## config.mk

```make
export PLATFORM = sky130hd
export DESIGN_NAME = seu_harness
export DESIGN_NICKNAME = d
export VERILOG_FILES = /design/src/rtl/seu_pkg.sv /design/src/rtl/seu_lfsr.sv /design/src/rtl/seu_netlist.sv /design/src/rtl/seu_inject.sv /design/src/rtl/seu_harness.sv
export SDC_FILE = /design/constraint.sdc
export NUM_CORES = 1
export LEC_CHECK = 0
export BUFFER_PORTS_ARGS = -buffer_cell sky130_fd_sc_hd__clkbuf_2
export CAP_MARGIN = 25
export CORE_MARGIN = 4
export CORE_UTILIZATION = 40
export CTS_BUF_LIST = sky130_fd_sc_hd__clkbuf_4
export CTS_CLUSTER_SIZE = 10
export DETAILED_ROUTE_END_ITERATION = 16
export GPL_ROUTABILITY_DRIVEN = 0
export REMOVE_ABC_BUFFERS = 1
export SYNTH_ARGS = -nofsm -noshare
export SYNTH_HDL_FRONTEND = slang
export SYNTH_HIERARCHICAL = 1
export SYNTH_SLANG_ARGS = --single-unit
```

## constraint.sdc

```tcl
create_clock -name clk -period 34.8 [get_ports clk]
set_input_delay 1.74 -clock clk [delete_from_list [all_inputs] [get_ports clk]]
set_output_delay 1.74 -clock clk [all_outputs]
set_load 0.05 [all_outputs]
```

## src/rtl/seu_pkg.sv

```systemverilog
package seu_pkg;

    localparam int THR_W = 16;

    typedef enum logic [1:0] {
        ST_IDLE,
        ST_RUN,
        ST_DONE
    } run_state_e;

    // Bernoulli event: draw below threshold, all-ones threshold is certain
    function automatic logic bern(input logic [THR_W-1:0] draw,
                                  input logic [THR_W-1:0] thr);
        return (thr == {THR_W{1'b1}}) || (draw < thr);
    endfunction

    // Distinct non-zero seed per generator
    function automatic logic [31:0] lfsr_seed(input int idx);
        logic [31:0] s;
        s = 32'h9E37_79B9 ^ (32'(idx + 1) * 32'h0100_0193);
        return s | 32'h1;
    endfunction

    // Fault-free configuration bit of lookup table lut at address addr
    function automatic logic cfg_bit(input int lut, input int addr);
        logic [31:0] a;
        logic [31:0] l;
        a = 32'(addr);
        l = 32'(lut);
        return (^a) ^ (^l);
    endfunction

endpackage

```

## src/rtl/seu_lfsr.sv

```systemverilog
module seu_lfsr #(
    parameter int          OUT_W = 16,
    parameter logic [31:0] SEED  = 32'h1
) (
    input  logic             clk,
    input  logic             rst_n,
    output logic [OUT_W-1:0] draw
);

    logic [31:0] state;

    always_ff @(posedge clk or negedge rst_n) begin
        if (!rst_n) begin
            state <= SEED;
        end else if (state[0]) begin
            state <= (state >> 1) ^ 32'h8020_0003;
        end else begin
            state <= state >> 1;
        end
    end

    assign draw = state[OUT_W-1:0];

endmodule

```

## src/rtl/seu_netlist.sv

```systemverilog
module seu_netlist import seu_pkg::*; #(
    parameter int NIN   = 4,
    parameter int NLUT  = 4,
    parameter int LUT_K = 2,
    localparam int LUT_W = 1 << LUT_K
) (
    input  logic [NIN-1:0]             stim,
    input  logic [NIN-1:0]             ibuf_bad,
    input  logic [NIN-1:0]             ibuf_frz,
    input  logic [NLUT-1:0][LUT_W-1:0] lut_flip,
    output logic [NLUT-1:0]            lut_val
);

    logic [NIN-1:0] ibuf_val;

    // input buffers: a frozen buffer drives its captured value
    assign ibuf_val = (ibuf_bad & ibuf_frz) | (~ibuf_bad & stim);

    for (genvar j = 0; j < NLUT; j++) begin : g_lut
        logic [LUT_K-1:0] addr;
        logic [LUT_W-1:0] cfg;

        for (genvar t = 0; t < LUT_K; t++) begin : g_addr
            assign addr[t] = ibuf_val[(j + t) % NIN];
        end

        always_comb begin
            for (int a = 0; a < LUT_W; a++) begin
                cfg[a] = cfg_bit(j, a) ^ lut_flip[j][a];
            end
        end

        assign lut_val[j] = cfg[addr];
    end

endmodule

```

## src/rtl/seu_inject.sv

```systemverilog
module seu_inject import seu_pkg::*; #(
    parameter int NIN   = 4,
    parameter int NLUT  = 4,
    parameter int LUT_K = 2,
    parameter int FC_W  = 4,
    localparam int NCOMP = NIN + 2 * NLUT,
    localparam int NBUF  = NIN + NLUT,
    localparam int LUT_W = 1 << LUT_K
) (
    input  logic                             clk,
    input  logic                             rst_n,
    input  logic                             en,
    input  logic [FC_W-1:0]                  fault_max,
    input  logic [THR_W-1:0]                 thr_lut,
    input  logic [THR_W-1:0]                 thr_buf,
    input  logic [NBUF-1:0][THR_W-1:0]       draw_buf,
    input  logic [NLUT-1:0][THR_W+LUT_K-1:0] draw_lut,
    input  logic [NIN-1:0]                   cur_in,
    input  logic [NLUT-1:0]                  cur_lut,
    output logic [NCOMP-1:0]                 bad,
    output logic [NIN-1:0]                   ibuf_frz,
    output logic [NLUT-1:0]                  obuf_frz,
    output logic [NLUT-1:0][LUT_W-1:0]       lut_flip,
    output logic [FC_W-1:0]                  fault_cnt
);

    logic [NCOMP-1:0] hit;
    logic [NCOMP-1:0] inj;
    logic [FC_W-1:0]  cnt_n;

    // per-component Bernoulli draws, indices ordered in-buf, LUT, out-buf
    for (genvar i = 0; i < NIN; i++) begin : g_hit_in
        assign hit[i] = bern(draw_buf[i], thr_buf);
    end
    for (genvar j = 0; j < NLUT; j++) begin : g_hit_lut
        assign hit[NIN+j]      = bern(draw_lut[j][THR_W-1:0], thr_lut);
        assign hit[NIN+NLUT+j] = bern(draw_buf[NIN+j], thr_buf);
    end

    // ascending-index grant under the global cap
    always_comb begin
        cnt_n = fault_cnt;
        inj   = '0;
        for (int i = 0; i < NCOMP; i++) begin
            if (en && !bad[i] && hit[i] && (cnt_n < fault_max)) begin
                inj[i] = 1'b1;
                cnt_n  = cnt_n + 1'b1;
            end
        end
    end

    always_ff @(posedge clk or negedge rst_n) begin
        if (!rst_n) begin
            bad       <= '0;
            fault_cnt <= '0;
        end else begin
            bad       <= bad | inj;
            fault_cnt <= cnt_n;
        end
    end

    for (genvar i = 0; i < NIN; i++) begin : g_frz_in
        always_ff @(posedge clk or negedge rst_n) begin
            if (!rst_n) begin
                ibuf_frz[i] <= 1'b0;
            end else if (inj[i]) begin
                ibuf_frz[i] <= cur_in[i];
            end
        end

        a_r4_in_frozen: assert property (@(posedge clk) disable iff (!rst_n)
            $past(bad[i]) |-> $stable(ibuf_frz[i]));
    end

    for (genvar j = 0; j < NLUT; j++) begin : g_frz_lut
        always_ff @(posedge clk or negedge rst_n) begin
            if (!rst_n) begin
                obuf_frz[j] <= 1'b0;
                lut_flip[j] <= '0;
            end else begin
                if (inj[NIN+NLUT+j]) begin
                    obuf_frz[j] <= cur_lut[j];
                end
                if (inj[NIN+j]) begin
                    lut_flip[j] <= LUT_W'(1) << draw_lut[j][THR_W +: LUT_K];
                end
            end
        end

        a_r5_single_flip: assert property (@(posedge clk) disable iff (!rst_n)
            $countones(lut_flip[j]) == (bad[NIN+j] ? 1 : 0));

        a_r4_out_frozen: assert property (@(posedge clk) disable iff (!rst_n)
            $past(bad[NIN+NLUT+j]) |-> $stable(obuf_frz[j]));
    end

    a_r6_sticky: assert property (@(posedge clk) disable iff (!rst_n)
        (bad & $past(bad)) == $past(bad));

    a_r7_count_matches: assert property (@(posedge clk) disable iff (!rst_n)
        32'(fault_cnt) == $countones(bad));

    a_r7_cap: assert property (@(posedge clk) disable iff (!rst_n)
        (fault_cnt <= fault_max) && $stable(fault_max) |=> fault_cnt <= fault_max);

endmodule

```

## src/rtl/seu_harness.sv

```systemverilog
module seu_harness import seu_pkg::*; #(
    parameter int NIN   = 4,
    parameter int NLUT  = 4,
    parameter int LUT_K = 2,
    parameter int CNT_W = 16,
    localparam int NCOMP = NIN + 2 * NLUT,
    localparam int FC_W  = $clog2(NCOMP + 1)
) (
    input  logic               clk,
    input  logic               rst_n,
    input  logic               start,
    input  logic [CNT_W-1:0]   run_len,
    input  logic [FC_W-1:0]    fault_max,
    input  logic [16*NIN-1:0]  in_thr,
    input  logic [15:0]        thr_lut,
    input  logic [15:0]        thr_buf,
    output logic               busy,
    output logic               done,
    output logic [CNT_W-1:0]   fail_cnt,
    output logic [FC_W-1:0]    fault_cnt,
    output logic [NCOMP-1:0]   fault_mask,
    output logic [NIN-1:0]     stim,
    output logic [NLUT-1:0]    gold_out,
    output logic [NLUT-1:0]    dut_out,
    output logic               mismatch
);

    localparam int NBUF  = NIN + NLUT;
    localparam int LUT_W = 1 << LUT_K;

    run_state_e state, state_n;
    logic [CNT_W-1:0] cyc;
    logic go, running, last;

    logic [NIN-1:0]                   stim_q, stim_n;
    logic [NIN-1:0][THR_W-1:0]        draw_in;
    logic [NBUF-1:0][THR_W-1:0]       draw_buf;
    logic [NLUT-1:0][THR_W+LUT_K-1:0] draw_lut;

    logic [NCOMP-1:0]            bad;
    logic [NIN-1:0]              ibuf_frz;
    logic [NLUT-1:0]             obuf_frz;
    logic [NLUT-1:0][LUT_W-1:0]  lut_flip;
    logic [NLUT-1:0]             gold_lut, dut_lut, dut_o;

    // ---------------- random sources ----------------
    for (genvar g = 0; g < NIN; g++) begin : g_src_in
        seu_lfsr #(.OUT_W(THR_W), .SEED(lfsr_seed(g))) u_lfsr (
            .clk(clk), .rst_n(rst_n), .draw(draw_in[g]));
        assign stim_n[g] = bern(draw_in[g], in_thr[g*THR_W +: THR_W]);
    end
    for (genvar g = 0; g < NBUF; g++) begin : g_src_buf
        seu_lfsr #(.OUT_W(THR_W), .SEED(lfsr_seed(NIN + g))) u_lfsr (
            .clk(clk), .rst_n(rst_n), .draw(draw_buf[g]));
    end
    for (genvar g = 0; g < NLUT; g++) begin : g_src_lut
        seu_lfsr #(.OUT_W(THR_W + LUT_K), .SEED(lfsr_seed(NIN + NBUF + g))) u_lfsr (
            .clk(clk), .rst_n(rst_n), .draw(draw_lut[g]));
    end

    // ---------------- sequencer ----------------
    assign go      = (state == ST_IDLE) && start;
    assign running = (state == ST_RUN);
    assign last    = running && (cyc == run_len - 1'b1);

    always_comb begin
        state_n = state;
        unique case (state)
            ST_IDLE: if (start) state_n = (run_len == '0) ? ST_DONE : ST_RUN;
            ST_RUN:  if (last)  state_n = ST_DONE;
            ST_DONE: state_n = ST_DONE;
            default: state_n = ST_IDLE;
        endcase
    end

    always_ff @(posedge clk or negedge rst_n) begin
        if (!rst_n) state <= ST_IDLE;
        else        state <= state_n;
    end

    always_ff @(posedge clk or negedge rst_n) begin
        if (!rst_n) begin
            stim_q   <= '0;
            cyc      <= '0;
            fail_cnt <= '0;
        end else begin
            if (go || running) stim_q <= stim_n;
            if (go)            cyc    <= '0;
            if (running) begin
                cyc <= cyc + 1'b1;
                if (mismatch) fail_cnt <= fail_cnt + 1'b1;
            end
        end
    end

    // ---------------- the two copies ----------------
    seu_netlist #(.NIN(NIN), .NLUT(NLUT), .LUT_K(LUT_K)) u_gold (
        .stim(stim_q), .ibuf_bad('0), .ibuf_frz('0), .lut_flip('0),
        .lut_val(gold_lut));

    seu_netlist #(.NIN(NIN), .NLUT(NLUT), .LUT_K(LUT_K)) u_dut (
        .stim(stim_q), .ibuf_bad(bad[NIN-1:0]), .ibuf_frz(ibuf_frz),
        .lut_flip(lut_flip), .lut_val(dut_lut));

    for (genvar j = 0; j < NLUT; j++) begin : g_obuf
        assign dut_o[j] = bad[NIN+NLUT+j] ? obuf_frz[j] : dut_lut[j];
    end

    seu_inject #(.NIN(NIN), .NLUT(NLUT), .LUT_K(LUT_K), .FC_W(FC_W)) u_inject (
        .clk(clk), .rst_n(rst_n), .en(running), .fault_max(fault_max),
        .thr_lut(thr_lut), .thr_buf(thr_buf), .draw_buf(draw_buf),
        .draw_lut(draw_lut), .cur_in(stim_q), .cur_lut(dut_lut),
        .bad(bad), .ibuf_frz(ibuf_frz), .obuf_frz(obuf_frz),
        .lut_flip(lut_flip), .fault_cnt(fault_cnt));

    // ---------------- outputs ----------------
    assign busy       = running;
    assign done       = (state == ST_DONE);
    assign fault_mask = bad;
    assign stim       = stim_q;
    assign gold_out   = gold_lut;
    assign dut_out    = dut_o;
    assign mismatch   = running && (gold_lut != dut_o);

    a_r10_in_window: assert property (@(posedge clk) disable iff (!rst_n)
        running && $stable(run_len) |-> cyc < run_len);

    a_r9_step: assert property (@(posedge clk) disable iff (!rst_n)
        !running |=> $stable(fail_cnt));

    a_r11_hold: assert property (@(posedge clk) disable iff (!rst_n)
        done |=> done && $stable(fail_cnt) && $stable(fault_cnt) && $stable(fault_mask));

    a_r9_fail_bound: assert property (@(posedge clk) disable iff (!rst_n)
        running && $stable(run_len) |-> fail_cnt <= cyc);

endmodule

```

==> impl_metrics.yaml <==
pwr:
  power.total_mw: 1.850
  power.density_nw_per_um2: 60.52
  peakVddDrop_uv: 42.67
  p_leak_nw: 15.41
setup_path:
  crit_type: "in -> reg"
  cp.arrival_ns: 25.73
  cp_num_buf_inv: 4
  path_delay_family: "compound AO/OA/AOI/OAI gates"
  crit_fanout: 12
  cp.required_ns: 35.65
  crit_top_cell: "ha_1"
  endpoint_kind: "flip-flop"
  critPathMaxStageDelay_ns: 0.70
  cp-start-kind: "input pin"
  critPathSlowestCell: "nor4_2"
cts:
  hold_buffers: 0
  clock-sinks: 590
  cts_buffer_depth: 3
  cts_tree: "done"
  htree_num_levels: 4
  postCtsSetupBuffers: 0
  cts_root_buf: "clkbuf_4"
  clk_pin_slew_ns: 0.06
  clock_latency_ns: 0.94
  cts_resized: 0
  cts_buffers: 159
sta:
  setup_tns_ns: 0
  fmax_mhz: 40.20
  rsz0062_at_grt: "false"
  finalHoldViolations: 0
  setup_viol: 0
  post-route-min-period_ns: 24.87
  relSlewSlack_pct: 30.28
  slew_violations: 0
  worst_pin_slew_ns: 1.046
  min_period_over_period_pct: 71.47
  fin_skew_ns: 0.06061
routing:
  drc: 0
  finalWirelength_um: 61560
  first_pass_iters: 6
  viasPerCell: 4.947
  vias: 16950
  drt_iter0_markers: 891
  ant_nets: 0
  wl_per_cell_um: 17.96
final_layout:
  final_nets: 2763
  drive_gt1_share_pct: 33.51
  fillCellCount: 6454
  synthToLayoutAreaGrowth_pct: 8.314
  final_common_cell: "dfrtp_1"
  design_area_um2: 30560
  layout_common_cells: "301 x dfrtp_1, 295 x ha_1, 289 x dfstp_2"
global_routing:
  grt_pass1_wl_um: 98640
  grt-ovfl-total: 0
  grt_use_total_pct: 16.73
  use_met3_pct: 4.111
  antenna_found_initial: 3
  use_met1_pct: 21.84
  grt_max_degree: 188
  grt_pass1_vias: 18330
  grt_use_met2_pct: 26.42
  top_usage_layer: "met2"
floorplanning:
  start_util_pct: 40.30
  core_um2: 70030
  die_area_um2: 74860
  io_pins: 166
  die_w_um: 273.6
  row_count: 97
  dieHeight_um: 273.6
synthesis:
  synthCells: 2264
  ys_types: 108
  synth-edff-count: 0
  synth.avg_cell_area_um2: 12.46
  ys_seq_area_share_pct: 53.60
  yosys.area.top_type: "dfstp_2"
  synth_area_leaders: "dfstp_2 27%, dfrtp_1 27%, ha_1 13%"
  syn-cell-area_um2: 28220
  yosys_most_used_dff: "dfrtp_1"
  synth_top_area_share_pct: 26.91
  ys_ff_latch: 590
  yosys_warnings: 6
  synthArstFlopShare_pct: 100.0
placed_design:
  numPortBuffers: 165
  place_area_um2: 28380
  dp_hpwl_um: 44110
hold_path:
  hp-class: "reg -> reg"
run_status:
  status: "complete, no violations"
run:
  maxCapViolCount: 0
[worst paths after layout]
| kind | from | end | slack [ns] | depth (start not counted) |
|---|---|---|---|---|
| min reg2reg | g_src_in[3].u_lfsr/state[30] | g_src_in[3].u_lfsr/state[29] | 0.31 | 0 |
| min | g_src_in[3].u_lfsr/state[30] | g_src_in[3].u_lfsr/state[29] | 0.31 | 0 |
| max | thr_buf[13] | u_inject/fault_cnt[3] | 9.93 | 96 |
| min in group asynchronous | rst_n | g_src_buf[5].u_lfsr/state[3] | 0.86 | 1 |
| max reg2reg | g_src_buf[0].u_lfsr/state[14] | u_inject/fault_cnt[3] | 10.63 | 94 |
| max in group asynchronous | rst_n | g_src_lut[3].u_lfsr/state[12] | 31.57 | 3 |
[layer usage]
metal  vias to the layer above  wire length [um]
met5                         -                 0
met4                         0              2024
met2                       426             28990
li1                       7994                 -
met3                       137              2866
met1                      8396             27670
[worst reg2reg max path: cells and delay by family, from the launching register on]
family,cells,cell delay (ns)
mux,1,0.42
compound gates,34,9.35
simple gates,34,7.36
xor+xnor,11,2.76
fa+ha+maj,12,3.48
flops,1,0.54
buf+inv,2,0.15
[metrics by stage]
step	std cells	setup WS, ns	utilization (%)	hold WS [ns]
after global placement	3126	10.64	40.53	0.3345
after detailed placement	3126	9.324	40.53	0.3347
final	3427	9.927	43.65	0.3075
after global routing	3427	8.148	43.65	0.3090
after CTS	3425	10.38	43.60	0.3148
after floorplan	2006	12.84	-	0.3312
[cell type report]
type	count	area [um^2]	area share [%]
clock inverter	50	285.3	0.9334
multi-input combinational	1273	10580	34.62
timing repair buffer	181	988.4	3.234
antenna	1	2.502	0.008187
clock buffer	249	1869	6.116
inverter	143	536.8	1.756
sequential	590	15130	49.49
tap	940	1176	3.848
[synthesized netlist by cell type, types with 12 or more instances]
| cell type | number |
|---|---|
| nor2_1 | 57 |
| o21a_1 | 13 |
| dfstp_2 | 289 |
| nor2b_1 | 13 |
| a31oi_1 | 13 |
| mux2_2 | 29 |
| ha_1 | 296 |
| nand2_1 | 78 |
| a211oi_1 | 28 |
| or2_2 | 12 |
| xor2_1 | 74 |
| o211ai_1 | 15 |
| nand2b_1 | 35 |
| mux2i_1 | 20 |
| dfrtp_1 | 301 |
| inv_1 | 143 |
| xnor2_1 | 32 |
| nand4_1 | 52 |
| a21o_1 | 70 |
| nand3_1 | 48 |
| buf_4 | 266 |
| a21oi_1 | 77 |
| nor3_1 | 20 |
| o21ai_0 | 61 |
| and4_1 | 12 |
[logic make-up (layout without fill, tap and decap cells)]
group,count (synthesis),after routing,share of synthesized area [%]
other cells,1,25,0.01329
simple gates,405,405,8.141
xor+xnor,115,115,3.929
flops,590,590,53.60
fa+ha+maj,296,296,13.12
mux,58,58,2.483
compound gates,375,375,9.489
buf+inv,424,623,9.218
[report_power, final]
part / switching, mW / internal, mW
logic: 0.311 / 0.168
clock network: 0.295 / 0.337
registers: 0.0265 / 0.713
[flip-flops by register name, summed over array words and instances, names as in the netlist]
register,cells
g_src_in.u_lfsr/state,128
u_inject/obuf_frz,4
u_inject/ibuf_frz,4
stim,4
u_inject/lut_flip,16
u_inject/bad,12
fail_cnt,16
cyc,16
u_inject/fault_cnt,4
g_src_lut.u_lfsr/state,128
g_src_buf.u_lfsr/state,256
state,2
No activity file was read; power rests on OpenSTA's default activity.
